## config.mk

```make
export PLATFORM = sky130hd
export DESIGN_NAME = buserr_capture
export DESIGN_NICKNAME = d
export VERILOG_FILES = /design/src/rtl/buserr_pkg.sv /design/src/rtl/buserr_cfg_reg.sv /design/src/rtl/buserr_pulse_mask.sv /design/src/rtl/buserr_capture_core.sv /design/src/rtl/buserr_irq.sv /design/src/rtl/buserr_capture.sv
export SDC_FILE = /design/constraint.sdc
export NUM_CORES = 1
export LEC_CHECK = 0
export ABC_CLOCK_PERIOD_IN_PS = 1890
export BUFFER_PORTS_ARGS = -buffer_cell sky130_fd_sc_hd__buf_2
export CORE_UTILIZATION = 45
export DETAILED_ROUTE_END_ITERATION = 8
export PLACE_DENSITY = 0.8
export SYNTH_ARGS = -nofsm -noshare
export SYNTH_HDL_FRONTEND = slang
export SYNTH_SLANG_ARGS = --single-unit
```

## constraint.sdc

```tcl
create_clock -name clk -period 1.89 [get_ports clk]
set_input_delay 0.189 -clock clk [delete_from_list [all_inputs] [get_ports clk]]
set_output_delay 0.189 -clock clk [all_outputs]
set_load 0.05 [all_outputs]
```

## src/rtl/buserr_pkg.sv

```systemverilog
package buserr_pkg;

    localparam int unsigned REG_W = 32;

    // implemented status bits and the syndrome field
    localparam logic [REG_W-1:0] ERR_IMPL_MASK = 32'hFFFF_07FF;
    localparam logic [REG_W-1:0] SYND_MASK     = 32'h00F0_0000;
    localparam logic [REG_W-1:0] NONSYND_MASK  = ERR_IMPL_MASK & ~SYND_MASK;

    // status bits with configuration-dependent treatment
    localparam int unsigned BIT_LOCK_TMO = 3;
    localparam int unsigned BIT_CWD      = 17;
    localparam int unsigned BIT_CRD_LO   = 18;
    localparam int unsigned BIT_CRD_HI   = 19;
    localparam int unsigned BIT_DATA_TMO = 31;

    // configuration bit positions
    localparam int unsigned CFG_CWD_IRQ_OFF = 0;
    localparam int unsigned CFG_CRD_IRQ_OFF = 1;
    localparam int unsigned CFG_LKTO_OFF    = 2;
    localparam int unsigned CFG_DTO_OFF     = 3;
    localparam int unsigned CFG_LOCK_FIRST  = 31;

    typedef enum logic {
        SEL_STATUS = 1'b0,
        SEL_CONFIG = 1'b1
    } csr_sel_e;

    typedef struct packed {
        logic lock_first;
        logic dto_off;
        logic lkto_off;
        logic crd_irq_off;
        logic cwd_irq_off;
    } cfg_t;

    function automatic cfg_t cfg_from_word(input logic [REG_W-1:0] w);
        cfg_t c;
        c.lock_first  = w[CFG_LOCK_FIRST];
        c.dto_off     = w[CFG_DTO_OFF];
        c.lkto_off    = w[CFG_LKTO_OFF];
        c.crd_irq_off = w[CFG_CRD_IRQ_OFF];
        c.cwd_irq_off = w[CFG_CWD_IRQ_OFF];
        return c;
    endfunction

    function automatic logic [REG_W-1:0] cfg_to_word(input cfg_t c);
        logic [REG_W-1:0] w;
        w = '0;
        w[CFG_LOCK_FIRST]  = c.lock_first;
        w[CFG_DTO_OFF]     = c.dto_off;
        w[CFG_LKTO_OFF]    = c.lkto_off;
        w[CFG_CRD_IRQ_OFF] = c.crd_irq_off;
        w[CFG_CWD_IRQ_OFF] = c.cwd_irq_off;
        return w;
    endfunction

endpackage

```

## src/rtl/buserr_cfg_reg.sv

```systemverilog
module buserr_cfg_reg
    import buserr_pkg::*;
(
    input  logic             clk,
    input  logic             rst,
    input  logic             wr_en,
    input  logic [REG_W-1:0] wdata,
    output cfg_t             cfg_o,
    output logic             lock_first_drop_o
);
    cfg_t cfg_q;
    cfg_t cfg_new;

    assign cfg_new = cfg_from_word(wdata);

    always_ff @(posedge clk) begin
        if (rst) begin
            cfg_q <= '0;
        end else if (wr_en) begin
            cfg_q <= cfg_new;
        end
    end

    // a write that turns the lock enable off releases the lock
    assign lock_first_drop_o = wr_en & cfg_q.lock_first & ~cfg_new.lock_first;
    assign cfg_o = cfg_q;
endmodule

```

## src/rtl/buserr_pulse_mask.sv

```systemverilog
module buserr_pulse_mask
    import buserr_pkg::*;
(
    input  logic [REG_W-1:0] pulse_i,
    input  cfg_t             cfg_i,
    output logic [REG_W-1:0] pulse_o
);
    logic [REG_W-1:0] det_off;

    always_comb begin
        det_off = '0;
        det_off[BIT_LOCK_TMO] = cfg_i.lkto_off;
        det_off[BIT_DATA_TMO] = cfg_i.dto_off;
    end

    assign pulse_o = pulse_i & ERR_IMPL_MASK & ~det_off;
endmodule

```

## src/rtl/buserr_capture_core.sv

```systemverilog
module buserr_capture_core
    import buserr_pkg::*;
(
    input  logic             clk,
    input  logic             rst,
    input  logic [REG_W-1:0] set_i,
    input  logic [REG_W-1:0] clr_i,
    input  logic             lock_first_i,
    input  logic             lock_first_drop_i,
    output logic [REG_W-1:0] err_o,
    output logic             locked_o
);
    logic [REG_W-1:0] err_q;
    logic [REG_W-1:0] err_next;
    logic [REG_W-1:0] capture;
    logic             locked_q;
    logic             lock_evt;
    logic             unlock_evt;

    assign capture = locked_q ? '0 : set_i;

    // per-bit sticky update; reserved positions are constant zero
    for (genvar i = 0; i < REG_W; i++) begin : g_bit
        if (ERR_IMPL_MASK[i]) begin : g_impl
            assign err_next[i] = (err_q[i] & ~clr_i[i]) | capture[i];
        end else begin : g_resv
            assign err_next[i] = 1'b0;
        end
    end

    assign lock_evt   = (|(capture & NONSYND_MASK)) | (lock_first_i & (|capture));
    assign unlock_evt = (err_next == '0) | lock_first_drop_i;

    always_ff @(posedge clk) begin
        if (rst) begin
            err_q    <= '0;
            locked_q <= 1'b0;
        end else begin
            err_q    <= err_next;
            locked_q <= locked_q ? ~unlock_evt : lock_evt;
        end
    end

    assign err_o    = err_q;
    assign locked_o = locked_q;
endmodule

```

## src/rtl/buserr_irq.sv

```systemverilog
module buserr_irq
    import buserr_pkg::*;
(
    input  logic [REG_W-1:0] err_i,
    input  cfg_t             cfg_i,
    output logic             irq_o
);
    logic [REG_W-1:0] irq_off;

    always_comb begin
        irq_off = '0;
        irq_off[BIT_CWD]    = cfg_i.cwd_irq_off;
        irq_off[BIT_CRD_LO] = cfg_i.crd_irq_off;
        irq_off[BIT_CRD_HI] = cfg_i.crd_irq_off;
    end

    assign irq_o = |(err_i & NONSYND_MASK & ~irq_off);
endmodule

```

## src/rtl/buserr_capture.sv

```systemverilog
module buserr_capture
    import buserr_pkg::*;
(
    input  logic        clk,
    input  logic        rst,
    input  logic [31:0] err_pulse_i,
    input  logic        csr_addr_i,
    input  logic        csr_wr_i,
    input  logic [31:0] csr_wdata_i,
    output logic [31:0] csr_rdata_o,
    output logic        locked_o,
    output logic        err_irq_o
);
    csr_sel_e         sel;
    cfg_t             cfg;
    logic             lock_first_drop;
    logic [REG_W-1:0] pulse_ok;
    logic [REG_W-1:0] clr_mask;
    logic [REG_W-1:0] err_q;

    assign sel      = csr_sel_e'(csr_addr_i);
    assign clr_mask = (csr_wr_i && sel == SEL_STATUS) ? csr_wdata_i : '0;

    buserr_cfg_reg u_cfg (
        .clk               (clk),
        .rst               (rst),
        .wr_en             (csr_wr_i && sel == SEL_CONFIG),
        .wdata             (csr_wdata_i),
        .cfg_o             (cfg),
        .lock_first_drop_o (lock_first_drop)
    );

    buserr_pulse_mask u_mask (
        .pulse_i (err_pulse_i),
        .cfg_i   (cfg),
        .pulse_o (pulse_ok)
    );

    buserr_capture_core u_core (
        .clk               (clk),
        .rst               (rst),
        .set_i             (pulse_ok),
        .clr_i             (clr_mask),
        .lock_first_i      (cfg.lock_first),
        .lock_first_drop_i (lock_first_drop),
        .err_o             (err_q),
        .locked_o          (locked_o)
    );

    buserr_irq u_irq (
        .err_i (err_q),
        .cfg_i (cfg),
        .irq_o (err_irq_o)
    );

    assign csr_rdata_o = (sel == SEL_CONFIG) ? cfg_to_word(cfg) : err_q;
endmodule

```

==> results of run 1 <==
[cell usage after synthesis]
| cell | instances |
|---|---|
| nor2b_1 | 46 |
| dfxtp_1 | 33 |
| nor2_1 | 32 |
| a21oi_1 | 29 |
| nand3b_1 | 27 |
| nor4_1 | 10 |
| buf_4 | 8 |
| nand2_1 | 7 |
| nand3_1 | 7 |
| buf_2 | 6 |
| nand4_1 | 6 |
| clkbuf_1 | 5 |
| mux2_2 | 5 |
| buf_6 | 2 |
| inv_1 | 2 |
| nand2b_1 | 2 |
| nor3_1 | 2 |
| a21oi_2 | 1 |
| a221oi_2 | 1 |
| a22oi_1 | 1 |
| a2bb2oi_1 | 1 |
| a41o_1 | 1 |
| buf_1 | 1 |
| conb_1 | 1 |
| nor4_2 | 1 |
| o2111a_1 | 1 |
| o2111ai_1 | 1 |
| o21ai_0 | 1 |
| o311ai_1 | 1 |
[state kept, by name, summed over array words and instances, names as in the netlist]
register	cells
u_cfg.cfg_o	5
u_core.err_o	27
u_core.locked_o	1
[per-layer routing]
metal / part of all wire / routed length [microns] / global-route usage
met1: 0.43 / 2240 / 0.295
met2: 0.47 / 2450 / 0.367
met3: 0.079 / 407 / 0.0479
met4: 0.013 / 68 / 0.101
met5: 0 / 0 / 0
[how the worst min path moves through the flow]
stage / start / to / slack, ns / cells after the start
after detailed placement: csr_wdata_i[2] / u_cfg.cfg_o[2] / 0.46 / 3
after CTS: csr_wdata_i[2] / u_cfg.cfg_o[2] / 0.16 / 3
after global routing: csr_wdata_i[2] / u_cfg.cfg_o[2] / 0.19 / 3
after floorplan: csr_wdata_i[3] / u_cfg.cfg_o[3] / 0.34 / 2
final: csr_wdata_i[2] / u_cfg.cfg_o[2] / 0.16 / 3
after global placement: u_cfg.cfg_o[3] / u_cfg.cfg_o[3] / 0.45 / 2
[area by class of cell]
type / count / area [sq um]
sequential: 33 / 661
inverter: 2 / 7.51
clock buffer: 7 / 86.3
tap: 50 / 62.6
timing repair buffer: 92 / 475
multi-input combinational: 188 / 1120
fill: 384 / 1620
[timing repair]
| item | CTS | global route |
|---|---|---|
| endpoints found under the setup margin | 0 | 1 |
| endpoints found under the hold margin | 0 | 0 |
| resized for setup | 0 | 1 |
[stage by stage]
step / power, uW / hold WS [ns] / utilization / instances
floorplan: 1160 / 0.336 / - / 245
global placement: 1300 / 0.451 / 0.575 / 365
detailed placement: 1310 / 0.459 / 0.575 / 365
CTS: 1830 / 0.157 / 0.597 / 372
global route: 1900 / 0.186 / 0.598 / 372
finish: 1830 / 0.164 / 0.598 / 372
[power by group through the flow]
stage / Clock [uW] / Sequential (uW) / Combinational [uW]
6_report: 538 / 793 / 504
3_5_place_dp: 0 / 806 / 501
5_1_grt: 562 / 799 / 543
2_1_floorplan: 0 / 796 / 368
4_1_cts: 542 / 791 / 502
3_3_place_gp: 0 / 805 / 496
[cell families (layout without fill, tap and decap cells)]
kind of cell,count (synthesis),in the layout,share of synthesized area
AO/OA/AOI/OAI,38,38,0.121
buffers and inverters,24,101,0.0751
flip-flops,33,33,0.348
multiplexers,5,5,0.0296
other,1,5,0.00197
AND/OR/NAND/NOR,140,140,0.425
[cell usage in the layout (no fill, tap or decap), drive strengths merged]
cell type	netlist	routed
nand2b	2	2
buf	17	92
dfxtp	33	33
nor3	2	2
mux2	5	5
a41o	1	1
a22oi	1	1
clkbuf	5	7
conb	1	5
nor2b	46	46
o2111ai	1	1
nand3	7	7
nor2	32	32
inv	2	2
nand3b	27	27
a2bb2oi	1	1
a221oi	1	1
nand4	6	6
o21ai	1	1
nor4	11	11
nand2	7	7
a21oi	30	30
o2111a	1	1
o311ai	1	1
[worst reg2reg max path, delay by kind of cell (launching register included)]
family / cells / cell delay, ns
AND/OR/NAND/NOR: 3 / 0.56
flip-flops: 1 / 0.46
AO/OA/AOI/OAI: 2 / 0.31
buffers and inverters: 1 / 0.26
==> results_dict.tcl, run 1 <==
set metrics [dict create \
    synth_area_sq_mm 0.00190 \
    worst_pin_slew_ns 0.601 \
    antenna_found_initial 0 \
    synth.distinct_cells 29 \
    path_clk_slew_ns 0.06 \
    grt_pass1_vias 1674 \
    rsz0062_at_grt "false" \
    dr.pass1.iters 4 \
    clk_latency_ns 0.28 \
    worstRegToRegCells 6 \
    gp_congestion 0.850 \
    drc 0 \
    grt_overflow_total 0 \
    power.leakage_uw 0.00107 \
    grt_usage 0.230 \
    fin_nets 390 \
    path_delay_family "simple AND/OR/NAND/NOR gates" \
    ir_worst_vdd_mv 0.417 \
    hpwl_mm 3.98 \
    worst_ep_required_time_ns 1.70 \
    io_pins 102 \
    synth.area.top_cells "dfxtp_1 (35%), nor2b_1 (15%), nand3b_1 (11%)" \
    die_y_microns 67.0 \
    fin_crit_ns 1.78 \
    grt_pass1_wl_mm 7.51 \
    synth_cells 241 \
    cts_root_buf "clkbuf_8" \
    die_w_microns 67.0 \
    vias 1941 \
    drv_slew 0 \
    hold_viol_final 0 \
    worstReg2RegStart "u_core.locked_o" \
    start_util 0.471 \
    path_max_fanout 3 \
    startpoint_type "flop" \
    clockBufferDepth 2 \
    yosys_register_bits 33 \
    finalClockSkew_ns 0.00153 \
    timing.critical_path.to_type "output pin" \
    reg2reg_slack_ns 0.16 \
    syn_area_per_cell_sq_um 7.88 \
    power.internal_uw 1220 \
    synthDominantCellAreaShare 0.348 \
    period_share 0.942 \
    dp_slack_ns 0.172 \
    path_depth 4 \
    ant_nets 0 \
    slew_headroom 0.600 \
    n_antenna_cell 0 \
    avgViaCountPerCell 5.22 \
    yosys.area.top_type "dfxtp_1" \
    outcome "finished clean" \
    ys_warn_count 0 \
    powerDensity_mw_per_mm2 761 \
    swShare 0.337 \
    routed_wl_mm 5.16 \
    dieArea_sq_mm 0.00448 \
    startpoint "u_core.err_o[25]" \
    final_area_sq_mm 0.00241 \
    core_area_sq_mm 0.00403 \
    crit_type "flop to output pin" \
    portBuffers 86 \
    cts_sinks 33 \
    slowest_stage "nor4_2" \
    area_growth_pct 26.9 \
    drive_gt1_frac 0.332 \
    placed_cell_area_sq_mm 0.00232 \
    cap_violations 0 \
    path_cells "nor4_2 -> o2111a_1 -> o2111ai_1 -> buf_2" \
    max_stage_delay_ns 0.38 \
    finalSetupViolations 0 \
    num_rows 23 \
    r2r-end "u_core.locked_o" \
    postCtsSetupBuffers 0 \
    path_buf_inv 1 \
    power.switching_uw 618 \
    fin_ws_ns 0.109 \
    cts_buffers 5 \
    power_frac_seq 0.432 \
    p_comb_frac 0.275 \
    hold_path.class "input pin to flop" \
    fmax_mhz 562 \
    cts_hold_buffers 0 \
    cts_max_level 2 \
    fin_setup_tns_ns 0 \
    initialDrtViolationCount 125 \
    crit_path_end "err_irq_o" \
    arrival_ns 1.59 \
    cts_tree "done" \
    clkPwrFrac 0.293 \
    routedWlPerCell_microns 13.9 \
    seq_area_frac_synth 0.348 \
    grt_max_degree 34 \
]
No activity file was read; power rests on OpenSTA's default activity.
==> run 2, diff against run 1 <==
--- a/config.mk
+++ b/config.mk
@@ -5,11 +5,13 @@
 export SDC_FILE = /design/constraint.sdc
 export NUM_CORES = 1
 export LEC_CHECK = 0
-export ABC_CLOCK_PERIOD_IN_PS = 1890
+export ABC_CLOCK_PERIOD_IN_PS = 2200
 export BUFFER_PORTS_ARGS = -buffer_cell sky130_fd_sc_hd__buf_2
-export CORE_UTILIZATION = 45
+export CORE_UTILIZATION = 51
 export DETAILED_ROUTE_END_ITERATION = 8
-export PLACE_DENSITY = 0.8
+export GPL_TIMING_DRIVEN = 0
+export PLACE_DENSITY = 0.85
 export SYNTH_ARGS = -nofsm -noshare
 export SYNTH_HDL_FRONTEND = slang
+export SYNTH_HIERARCHICAL = 1
 export SYNTH_SLANG_ARGS = --single-unit
==> constraint.sdc (replaced) <==
create_clock -name clk -period 2.2 [get_ports clk]
set_input_delay 0.22 -clock clk [delete_from_list [all_inputs] [get_ports clk]]
set_output_delay 0.22 -clock clk [all_outputs]
set_load 0.05 [all_outputs]
==> run 2 against run 1 <==
Highest routed layer unchanged. Setup slack gained 0.28 ns. Non-clock buffer count grew 19. Clock skew grew 0.00069 ns. Total power shrank 16%. Worst hold slack gained 0.025 ns. Register-to-register slack gained 0.71 ns. Cell count grew 7.8%. Global-route usage grew 4.4 points. Routed wire length grew 15%. Combinational power shrank 12%. Critical path depth is the same. Critical path type unchanged. Clock power shrank 20%.
==> results_dict.tcl, run 2 <==
set metrics [dict create \
    instances_no_fill 401 \
    hold_depth 2 \
    ir_worst_vdd_mv 0.308 \
    num_rows 23 \
    die_y_microns 68.5 \
    routedWlPerCell_microns 14.9 \
    period_share 0.825 \
    fillCellCount 368 \
    cts_hold_buffers 0 \
    worstReg2RegStart "u_core/locked_o" \
    fin_setup_tns_ns 0 \
    postCtsSetupBuffers 0 \
    crit_type "flop to output pin" \
    grt_usage 0.274 \
    r2r-end "u_core/locked_o" \
    slew_headroom 0.380 \
    multi_input_area_sq_mm 0.00124 \
    startpoint "u_core/err_o[0]" \
    grt_pass1_vias 2077 \
    path_clk_slew_ns 0.06 \
    portBuffers 60 \
    grt_pass1_wl_mm 9.35 \
    hpwl_mm 4.70 \
    grt_overflow_total 0 \
    io_pins 102 \
    die_w_microns 68.5 \
    met3_usage 0.0533 \
    power.leakage_uw 0.00139 \
    clk_latency_ns 0.28 \
    timing.critical_path.to_type "output pin" \
    dieArea_sq_mm 0.00469 \
    cts_max_level 2 \
    worst_pin_slew_ns 0.927 \
    fin_nets 418 \
    mostFrequentLayoutCells "buf_2 (65), buf_4 (36), dfxtp_1 (33), nand2_1 (29)" \
    cap_violations 0 \
    fmax_mhz 551 \
    cts_tree "done" \
    final_common_cell "buf_2" \
    n_antenna_cell 0 \
    powerDensity_mw_per_mm2 566 \
    drv_slew 0 \
    rsz0062_at_grt "false" \
    routed_wl_mm 5.96 \
    grt_util_met2 0.460 \
    ys_warn_count 6 \
    largest_register_ffs 27 \
    antenna_found_initial 0 \
    busiest_layer "met2" \
    worstRegToRegCells 4 \
    path_max_fanout 3 \
    crit_path_end "err_irq_o" \
    core_area_sq_mm 0.00412 \
    finalClockSkew_ns 0.00222 \
    synth_cells 275 \
    avgViaCountPerCell 5.28 \
    cts_sinks 33 \
    finalSetupViolations 0 \
    syn_area_per_cell_sq_um 8.19 \
    start_util 0.547 \
    ant_nets 0 \
    worst_ep_required_time_ns 1.98 \
    seq_area_sq_um 661 \
    arrival_ns 1.59 \
    reg2reg_slack_ns 0.87 \
    fin_crit_ns 1.81 \
    placedCellCount 393 \
    cts_resized 0 \
    startpoint_type "flop" \
    area_growth_pct 21.0 \
    cts_root_buf "clkbuf_8" \
    dr.pass1.iters 4 \
    clockBufferDepth 2 \
    drive_gt1_frac 0.350 \
    hold_viol_final 0 \
    drc 0 \
    grt.met1_usage 0.348 \
    vias 2119 \
    cts_buffers 5 \
    initialDrtViolationCount 120 \
    outcome "finished clean" \
    grt_max_degree 11 \
    hold_path.class "input pin to flop" \
    synth_area_sq_mm 0.00225 \
    gp_congestion 0.921 \
]
## run 2: power by group
part           internal [uW]  switching [uW]  leakage (uW)
sequential               638            33.3      0.000273
clock                    224             204     0.0000395
combinational            180             263       0.00108
total                   1040             500       0.00139
## run 2: critical path: stages, from the launching register on
cell and delay [ns]:
dfxtp_1 0.33, nor4_1 0.36, o2111a_1 0.24, o2111ai_1 0.13, buf_2 0.25
## run 2: layout make-up
cell class	count	share of cell area
multi-input cells	197	0.456
flip-flops and latches	33	0.242
plain buffers	51	0.136
repair buffers	60	0.110
clock buffers	8	0.0294
well taps	50	0.0230
inverters	2	0.00275
## run 2: stage by stage
step / util / setup slack [ns] / hold WS [ns] / total power, uW / cell area, sq um
2_1_floorplan: - / 0.722 / 0.292 / 1010 / 2280
3_3_place_gp: 0.643 / 0.495 / 0.475 / 1110 / 2650
3_5_place_dp: 0.643 / 0.477 / 0.481 / 1120 / 2650
4_1_cts: 0.662 / 0.426 / 0.182 / 1540 / 2730
5_1_grt: 0.662 / 0.378 / 0.195 / 1620 / 2730
6_report: 0.662 / 0.385 / 0.189 / 1540 / 2730
## run 2: layer usage
metal | share of wire | vias up
met5 | 0 | -
met4 | 0.014 | 0
met3 | 0.092 | 12
met2 | 0.47 | 128
met1 | 0.43 | 940
li1 | - | 1039
## run 2: how the worst min path moves through the flow
stage	slack, ns	startpoint	endpoint
floorplan	0.29	rst	u_cfg/cfg_o[0]
global placement	0.47	csr_wdata_i[1]	u_cfg/cfg_o[1]
detailed placement	0.48	csr_wdata_i[1]	u_cfg/cfg_o[1]
CTS	0.18	rst	u_cfg/cfg_o[0]
global route	0.20	rst	u_cfg/cfg_o[1]
finish	0.19	rst	u_cfg/cfg_o[0]
